$ cat config.mk
export PLATFORM = sky130hd
export DESIGN_NAME = mag_serializer
export DESIGN_NICKNAME = d
export VERILOG_FILES = /design/src/rtl/mag_pkg.sv /design/src/rtl/mag_lane.sv /design/src/rtl/mag_ctrl.sv /design/src/rtl/mag_datapath.sv /design/src/rtl/mag_serializer.sv
export SDC_FILE = /design/constraint.sdc
export NUM_CORES = 2
export LEC_CHECK = 0
export BUFFER_PORTS_ARGS = -buffer_cell sky130_fd_sc_hd__buf_2
export CAP_MARGIN = 10
export CORE_ASPECT_RATIO = 1.25
export CORE_UTILIZATION = 59
export CTS_BUF_LIST = sky130_fd_sc_hd__clkbuf_16
export DETAILED_ROUTE_END_ITERATION = 12
export PLACE_DENSITY = 0.83
export SLEW_MARGIN = 15
export SYNTH_ARGS = -nofsm -noshare
export SYNTH_HDL_FRONTEND = slang
export SYNTH_HIERARCHICAL = 1
export SYNTH_SLANG_ARGS = --single-unit
$ cat constraint.sdc
create_clock -name clk -period 7.2 [get_ports clk]
set_clock_uncertainty 0.05 [all_clocks]
set_input_delay 0.36 -clock clk [delete_from_list [all_inputs] [get_ports clk]]
set_output_delay 0.36 -clock clk [all_outputs]
set_load 0.1 [all_outputs]
$ cat src/rtl/mag_pkg.sv
package mag_pkg;
  // counter width shared by control and datapath; covers up to 16 iterations / bins
  localparam int CTRL_CNT_W = 4;
  // reciprocal CORDIC gain (about 0.60725) in unsigned Q0.12, valid for ~8 or more iterations
  localparam int INV_GAIN_Q12 = 2487;
  localparam int INV_GAIN_FRAC = 12;

  typedef enum logic [1:0] {
    ST_IDLE   = 2'd0,
    ST_ITER   = 2'd1,
    ST_STREAM = 2'd2
  } phase_t;

  typedef struct packed {
    logic                  captureEn;
    logic                  iterEn;
    logic [CTRL_CNT_W-1:0] shiftAmt;
    logic [CTRL_CNT_W-1:0] outSel;
    logic                  outValid;
  } ctrl_t;
endpackage

$ cat src/rtl/mag_lane.sv
module mag_lane
  import mag_pkg::*;
#(
  parameter int DATA_W = 12,
  parameter int FRAC_W = 4,
  parameter int WORK_W = 19
) (
  input  logic                     clk,
  input  logic                     rstN,
  input  logic                     captureEn,
  input  logic                     iterEn,
  input  logic [CTRL_CNT_W-1:0]    shiftAmt,
  input  logic [DATA_W-1:0]        reIn,
  input  logic [DATA_W-1:0]        imIn,
  output logic signed [WORK_W-1:0] xOut
);
  logic signed [WORK_W-1:0] reExt, imExt, xInit, yInit;
  logic signed [WORK_W-1:0] xReg, yReg, xShift, yShift;
  logic                     leftHalf;

  assign reExt = {{(WORK_W-DATA_W-FRAC_W){reIn[DATA_W-1]}}, reIn, {FRAC_W{1'b0}}};
  assign imExt = {{(WORK_W-DATA_W-FRAC_W){imIn[DATA_W-1]}}, imIn, {FRAC_W{1'b0}}};

  // half-turn pre-rotation keeps the vector in the right half plane
  assign leftHalf = reExt[WORK_W-1];
  assign xInit    = leftHalf ? -reExt : reExt;
  assign yInit    = leftHalf ? -imExt : imExt;

  assign xShift = xReg >>> shiftAmt;
  assign yShift = yReg >>> shiftAmt;

  always_ff @(posedge clk or negedge rstN) begin
    if (!rstN) begin
      xReg <= '0;
      yReg <= '0;
    end else if (captureEn) begin
      xReg <= xInit;
      yReg <= yInit;
    end else if (iterEn) begin
      if (yReg[WORK_W-1]) begin
        xReg <= xReg - yShift;
        yReg <= yReg + xShift;
      end else begin
        xReg <= xReg + yShift;
        yReg <= yReg - xShift;
      end
    end
  end

  assign xOut = xReg;
endmodule

$ cat src/rtl/mag_ctrl.sv
module mag_ctrl
  import mag_pkg::*;
#(
  parameter int NUM_BINS = 8,
  parameter int NUM_ITER = 8
) (
  input  logic  clk,
  input  logic  rstN,
  input  logic  loadStrobe,
  output ctrl_t ctrl
);
  localparam logic [CTRL_CNT_W-1:0] LAST_ITER = CTRL_CNT_W'(NUM_ITER - 1);
  localparam logic [CTRL_CNT_W-1:0] LAST_BIN  = CTRL_CNT_W'(NUM_BINS - 1);

  phase_t                phase, phaseNext;
  logic [CTRL_CNT_W-1:0] cnt, cntNext;

  always_comb begin
    phaseNext = phase;
    cntNext   = cnt;
    case (phase)
      ST_IDLE: begin
        if (loadStrobe) begin
          phaseNext = ST_ITER;
          cntNext   = '0;
        end
      end
      ST_ITER: begin
        if (cnt == LAST_ITER) begin
          phaseNext = ST_STREAM;
          cntNext   = '0;
        end else begin
          cntNext = cnt + 1'b1;
        end
      end
      ST_STREAM: begin
        if (cnt == LAST_BIN) begin
          phaseNext = ST_IDLE;
          cntNext   = '0;
        end else begin
          cntNext = cnt + 1'b1;
        end
      end
      default: begin
        phaseNext = ST_IDLE;
        cntNext   = '0;
      end
    endcase
  end

  always_ff @(posedge clk or negedge rstN) begin
    if (!rstN) begin
      phase <= ST_IDLE;
      cnt   <= '0;
    end else begin
      phase <= phaseNext;
      cnt   <= cntNext;
    end
  end

  always_comb begin
    ctrl.captureEn = (phase == ST_IDLE) && loadStrobe;
    ctrl.iterEn    = (phase == ST_ITER);
    ctrl.shiftAmt  = cnt;
    ctrl.outSel    = cnt;
    ctrl.outValid  = (phase == ST_STREAM);
  end
endmodule

$ cat src/rtl/mag_datapath.sv
module mag_datapath
  import mag_pkg::*;
#(
  parameter int DATA_W   = 12,
  parameter int NUM_BINS = 8,
  parameter int FRAC_W   = 4
) (
  input  logic                       clk,
  input  logic                       rstN,
  input  ctrl_t                      ctrl,
  input  logic [NUM_BINS*DATA_W-1:0] reIn,
  input  logic [NUM_BINS*DATA_W-1:0] imIn,
  output logic [DATA_W-1:0]          magOut
);
  localparam int WORK_W = DATA_W + 3 + FRAC_W;
  localparam int SEL_W  = (NUM_BINS > 1) ? $clog2(NUM_BINS) : 1;
  localparam int PROD_W = WORK_W + INV_GAIN_FRAC;
  localparam int DROP_W = INV_GAIN_FRAC + FRAC_W;
  localparam logic [PROD_W-1:0] ROUND_HALF = PROD_W'(1) << (DROP_W - 1);
  localparam logic [PROD_W-1:0] MAG_MAX    = PROD_W'((1 << DATA_W) - 1);

  logic signed [WORK_W-1:0] xArr [NUM_BINS];
  logic signed [WORK_W-1:0] xSel;
  logic [PROD_W-1:0]        scaled, rounded, whole;

  for (genvar b = 0; b < NUM_BINS; b++) begin : g_lane
    mag_lane #(
      .DATA_W(DATA_W),
      .FRAC_W(FRAC_W),
      .WORK_W(WORK_W)
    ) u_lane (
      .clk      (clk),
      .rstN     (rstN),
      .captureEn(ctrl.captureEn),
      .iterEn   (ctrl.iterEn),
      .shiftAmt (ctrl.shiftAmt),
      .reIn     (reIn[b*DATA_W +: DATA_W]),
      .imIn     (imIn[b*DATA_W +: DATA_W]),
      .xOut     (xArr[b])
    );
  end

  // counter-driven bin select
  assign xSel = xArr[ctrl.outSel[SEL_W-1:0]];

  // gain removal, round to nearest, clip to the output width
  assign scaled  = PROD_W'($unsigned(xSel)) * PROD_W'(INV_GAIN_Q12);
  assign rounded = scaled + ROUND_HALF;
  assign whole   = rounded >> DROP_W;

  always_comb begin
    if (!ctrl.outValid)        magOut = '0;
    else if (whole > MAG_MAX)  magOut = '1;
    else                       magOut = whole[DATA_W-1:0];
  end
endmodule

$ cat src/rtl/mag_serializer.sv
module mag_serializer
  import mag_pkg::*;
#(
  parameter int DATA_W   = 12,
  parameter int NUM_BINS = 8,
  parameter int NUM_ITER = 8,
  parameter int FRAC_W   = 4
) (
  input  logic                       clk,
  input  logic                       rstN,
  input  logic                       loadStrobe,
  input  logic [NUM_BINS*DATA_W-1:0] reIn,
  input  logic [NUM_BINS*DATA_W-1:0] imIn,
  output logic [DATA_W-1:0]          magOut,
  output logic                       magValid
);
  ctrl_t ctrl;

  mag_ctrl #(
    .NUM_BINS(NUM_BINS),
    .NUM_ITER(NUM_ITER)
  ) u_ctrl (
    .clk       (clk),
    .rstN      (rstN),
    .loadStrobe(loadStrobe),
    .ctrl      (ctrl)
  );

  mag_datapath #(
    .DATA_W  (DATA_W),
    .NUM_BINS(NUM_BINS),
    .FRAC_W  (FRAC_W)
  ) u_dp (
    .clk   (clk),
    .rstN  (rstN),
    .ctrl  (ctrl),
    .reIn  (reIn),
    .imIn  (imIn),
    .magOut(magOut)
  );

  assign magValid = ctrl.outValid;
endmodule

Yosys cells after proc, flatten, opt, wreduce, memory -nomap -nowiden
Index checks and enable logic that the tools add are counted.
{ "word_totals": {"ff_bits": 310, "input_bits": 195, "output_inout_bits": 13} }
{ "classes": {"reduce_logical": 5, "n_mux": 76, "shifts": 16, "bitwise": 1, "n_addsub": 50, "n_eq_ne": 6, "order_cmp": 2, "n_mul": 1} }
{ "ops": {"columns": ["cell", "count"], "rows": [
  ["$mux W19", 66],
  ["$add A19 B19 Y19", 16],
  ["$neg A16 Y19", 16],
  ["$sshr A19 B4 Y19", 16],
  ["$sub A19 B19 Y19", 16],
  ["$bmux W19 S3", 1],
  ["$add A31 B16 Y31 const B", 1],
  ["$mul A19 B12 Y31 const B", 1],
  ["$mux W12", 2],
  ["$gt A15 B12 Y1 const B", 1],
  ["$mux W4", 2],
  ["$pmux W4 S2", 1],
  ["$mux W2", 3],
  ["$pmux W2 S3", 1],
  ["$add A4 B1 Y4 const B", 1],
  ["$eq A4 B3 Y1 const B", 1],
  ["$ge A4 B4 Y1 const B", 1],
  ["$ne A2 B2 Y1 const B", 2],
  ["$not A3 Y4", 1],
  ["$reduce_and A3 Y1", 1],
  ["$eq A2 B1 Y1 const B", 1],
  ["$eq A2 B2 Y1 const B", 1],
  ["$logic_not A2 Y1", 1],
  ["$ne A2 B1 Y1 const B", 1],
  ["other kinds (3)", 3]
]} }

Longest topological paths before layout
{ "logic_depth": {"depth_word": 9, "depth_mapped": 27, "ltp_nobuf": 22} }

Hierarchy
Netlist, hierarchy kept.
{ "modules_own_cells": {"columns": ["mod", "instances", "seq_area_each_um2", "area_per_inst_um2", "cells_per_inst"], "rows": [
  ["mag_lane (u_dp.g_lane[0].u_lane ...)", 5, 950.9, 6612.6, 806],
  ["mag_lane (u_dp.g_lane[1].u_lane)", 1, 950.9, 6734.0, 804],
  ["mag_lane (u_dp.g_lane[6].u_lane)", 1, 950.9, 6723.9, 822],
  ["mag_lane (u_dp.g_lane[7].u_lane)", 1, 950.9, 6465.0, 795],
  ["mag_datapath", 1, 0.0, 6268.5, 657],
  ["mag_ctrl", 1, 150.1, 422.9, 43]
]} }

Worst setup path after synthesis
OpenSTA, ideal clock, no wires.
{ "synth_timing": {"path_type": "reg2out", "startpoint": "reg u_ctrl.cnt[0]", "endpoint": "out magOut[10]", "path_slack_ps": -981, "t_arrival_ps": 7771, "path_buffers": 3, "stages_incl_launch_ff": 23, "cell_sequence": "dfrtp_1 > buf_2 > buf_2 > mux4_2 > mux2i_1 > inv_1 > ha_1 > fa_1 > inv_1 > fa_1 > fa_1 > inv_1 > fa_1 > inv_1 > ha_1 > a21oi_2 > o21ai_0 > a211o_1 > o211a_1 > o21a_1 > a2bb2oi_1 > buf_4 > a31oi_1"} }
{ "synth_via": {"elab_chain_len": 9} }
{ "synth_rtl": {"columns": ["element", "line_no", "rtl"], "rows": [
  ["from (decl)", "mag_ctrl.sv:16", "logic [CTRL_CNT_W-1:0] cnt, cntNext;"],
  ["from (signal assigned)", "mag_ctrl.sv:57", "cnt <= cntNext;"],
  ["$not A3 Y4 (not written as such) *", "mag_datapath.sv:44", "assign xSel = xArr[ctrl.outSel[SEL_W-1:0]];"],
  ["$bmux W19 S3 *", "mag_datapath.sv:44", null],
  ["$mux W19 (not written as such) * (2 in series)", "mag_datapath.sv:44", null],
  ["$mul A19 B12 Y31 *", "mag_datapath.sv:47", "assign scaled = PROD_W'($unsigned(xSel)) * PROD_W'(INV_GAIN_Q12);"],
  ["$add A31 B16 Y31 *", "mag_datapath.sv:48", "assign rounded = scaled + ROUND_HALF;"],
  ["$gt A15 B12 Y1", "mag_datapath.sv:53", "else if (whole > MAG_MAX) magOut = '1;"],
  ["$mux W12 *", "mag_datapath.sv:53", null],
  ["$mux W12 *", "mag_datapath.sv:52", "if (!ctrl.outValid) magOut = '0;"],
  ["to (decl)", "mag_serializer.sv:14", "output logic [DATA_W-1:0] magOut,"]
]} }
Every way passes the cells marked *; elsewhere a longest branch is shown, timed or not. The select of a mux whose other input is x is not followed.

Worst setup path after layout
{ "layout_timing": {"startpoint": "reg u_ctrl.cnt[0]", "endpoint": "out magOut[9]"} }
The elaborated chain is that of the path after synthesis.

==> results.toml <==
[sta]
tightest_slew_ps = 1030
rsz0062_at_grt = "yes"
setup_viol = 11
slew_violations = 0
hold_viol = 0
fin_crit_sh = 1.01
fmax_mhz = 138
setup_ws_ps = -60.0
period_needed_ps = 7260
setup-tns-final_ps = -278
max_slew_margin = 0.311

[worst_setup_path]
max_stage_delay_ps = 570
cp_slowest_cell = "fa_1"
worst_setup_path_end_kind = "output pin"
worstPathMaxFanout = 6
crit_arrival_ps = 6850
cp_data_required_time_ps = 6790
path_class = "flip-flop to output pin"
cp-start-kind = "flip-flop"

[grt]
grt_pass1_wl_mm = 295
grt_usage = 0.355
antenna_found_initial = 13
overflow = 0
grt_max_degree = 184
grt_pass1_vias = 54294

[yosys]
synthCells = 7151
synth_enable_flop_cells = 0
yosys.area.top_type = "dfrtp_1"
async_flop_share = 1.00
synth_seq_area_share = 0.130
yosys_register_bits = 310
synth_area_per_cell_um2 = 8.35
synth.distinct_cells = 123
yosys_warnings = 6
synth_area_leaders = "dfrtp_1, mux4_2, ha_1"
synth-main-ff-cell = "dfrtp_1"
syn-num-nets = 7904
yosysTopAreaCellShare = 0.130
syn-cell-area_um2 = 59700

[clocking]
htreeDepth = 2
numCtsBuffers = 42
clk_path_buf_depth = 3
clkSlewWorstSetupHoldPaths_ps = 60
clock_latency_ps = 630
cts_root_buf = "clkbuf_16"
clock_sinks = 310
cts_tree = "built"

[layout]
final_common_cell = "nand2_1"
syn_to_final_growth_pct = 8.09
fillers = 8288
mostFrequentLayoutCells = "nand2_1, a21oi_1, nor2_1"
final_nets = 8001
drive_gt1_frac = 0.161

[drt]
drtAntennaViolNets = 0
drt-initial-drc-count = 5966
wirelength_mm = 189
routed_via_density = 6.72
drcViolationCount = 0
num_vias = 57882
first_pass_iters = 6
wl_per_cell_um = 21.9

[die]
die_area_um2 = 102000
die_w_um = 286
rows = 130
core_area_um2 = 100000
start_util = 0.595
chipHeight_um = 358
pin_count = 208

[placed_design]
hpwl_mm = 141
place_congestion = 1.02
io_buffers = 207

[run_status]
failed_checks = "negative setup slack"
status = "complete, but fails checks"

[min_path]
min_path_type = "input port to flip-flop"

[flow_run]
drv_cap = 0
[registers in the layout, summed over array words and instances, names as in the netlist]
name / count
u_dp/g_lane.u_lane/xOut: 152
u_dp/g_lane.u_lane/yReg: 152
u_ctrl/phase: 2
u_ctrl/cnt: 4
[cell usage after synthesis, drive strengths merged (61+ instances only)]
cell type	instances
o31ai	67
inv	413
xnor2	357
a21oi	587
a21o	117
nor3	149
nand2b	95
a22oi	76
xor2	242
buf	210
nor2	520
a211oi	117
o21ai	396
a31oi	87
ha	455
dfrtp	310
mux2i	406
clkbuf	198
mux4	292
o211ai	69
mux2	113
fa	103
and2	61
nand2	731
nor2b	150
nand3	107
[critical path: cells and delay by family (launching register included)]
kind,cells,cell delay [ps]
AND/OR/NAND/NOR,3,630
XOR/XNOR,2,340
buffers and inverters,8,970
flip-flops,1,550
adder cells (fa/ha/maj),5,2180
multiplexers,2,680
AO/OA/AOI/OAI,5,850
[cell families after synthesis]
group,Yosys count,share of synthesized area
compound gates,1914,0.206
buf+inv,828,0.0667
xor+xnor,605,0.0902
flops,310,0.130
simple gates,2125,0.174
mux,811,0.203
fa+ha+maj,558,0.130
[through the flow]
| step | hold WS [ps] | instance area [um^2] | instances | utilization | worst slack [ps] |
|---|---|---|---|---|---|
| floorplan | 14.4 | 59800 | 7151 | - | -355 |
| global placement | 367 | 61700 | 8474 | 0.615 | -196 |
| detailed placement | 374 | 61700 | 8474 | 0.615 | -397 |
| finish | 20.0 | 64500 | 8607 | 0.643 | -60.0 |
| global route | 26.6 | 64500 | 8604 | 0.643 | -238 |
| CTS | 1.11 | 63800 | 8581 | 0.635 | -1.02 |
[metal layers]
| metal | vias to the layer above | wire, um | global-route usage |
|---|---|---|---|
| li1 | 26398 | - | - |
| met1 | 27884 | 72900 | 0.443 |
| met2 | 2924 | 88100 | 0.580 |
| met3 | 666 | 16400 | 0.0620 |
| met4 | 10 | 11500 | 0.202 |
| met5 | - | 69 | 0 |
[final cells by class]
cell class	count	area, um^2	area share
sequential	310	7770	0.120
inverter	419	1580	0.0245
clock inverter	31	196	0.00305
multi-input combinational	6013	48800	0.757
clock buffer	43	1080	0.0167
timing repair buffer	462	3390	0.0526
tap	1320	1650	0.0256
antenna	9	22.5	0.000349
[worst paths after layout]
check | from | to | slack (ps) | cells after the start
worst max register to register | u_ctrl/cnt[1]$_DFFE_PN0P_ | u_dp/g_lane[2].u_lane/xOut[15]$_DFFE_PN0P_ | 380 | 23
max in group asynchronous | rstN | u_dp/g_lane[7].u_lane/yReg[13]$_DFFE_PN0P_ | 5530 | 3
worst max-delay path | u_ctrl/cnt[0]$_DFFE_PN0P_ | magOut[9] | -60 | 25
min in group asynchronous | rstN | u_dp/g_lane[0].u_lane/yReg[15]$_DFFE_PN0P_ | 290 | 2
worst min register to register | u_dp/g_lane[6].u_lane/yReg[0]$_DFFE_PN0P_ | u_dp/g_lane[6].u_lane/yReg[0]$_DFFE_PN0P_ | 500 | 2
worst min-delay path | imIn[41] | u_dp/g_lane[3].u_lane/yReg[9]$_DFFE_PN0P_ | 20 | 4
[what timing repair did]
action,in CTS,in global routing
pin swaps,12,36
cloned,1,1
gates resized for setup,92,116
buffers inserted,20,16
setup endpoints to repair,12,18
hold buffers,12,0
endpoints found under the hold margin,97,0
Power is not shown: default switching activity piles up to over one toggle a cycle in this logic, so the estimate is an artifact.
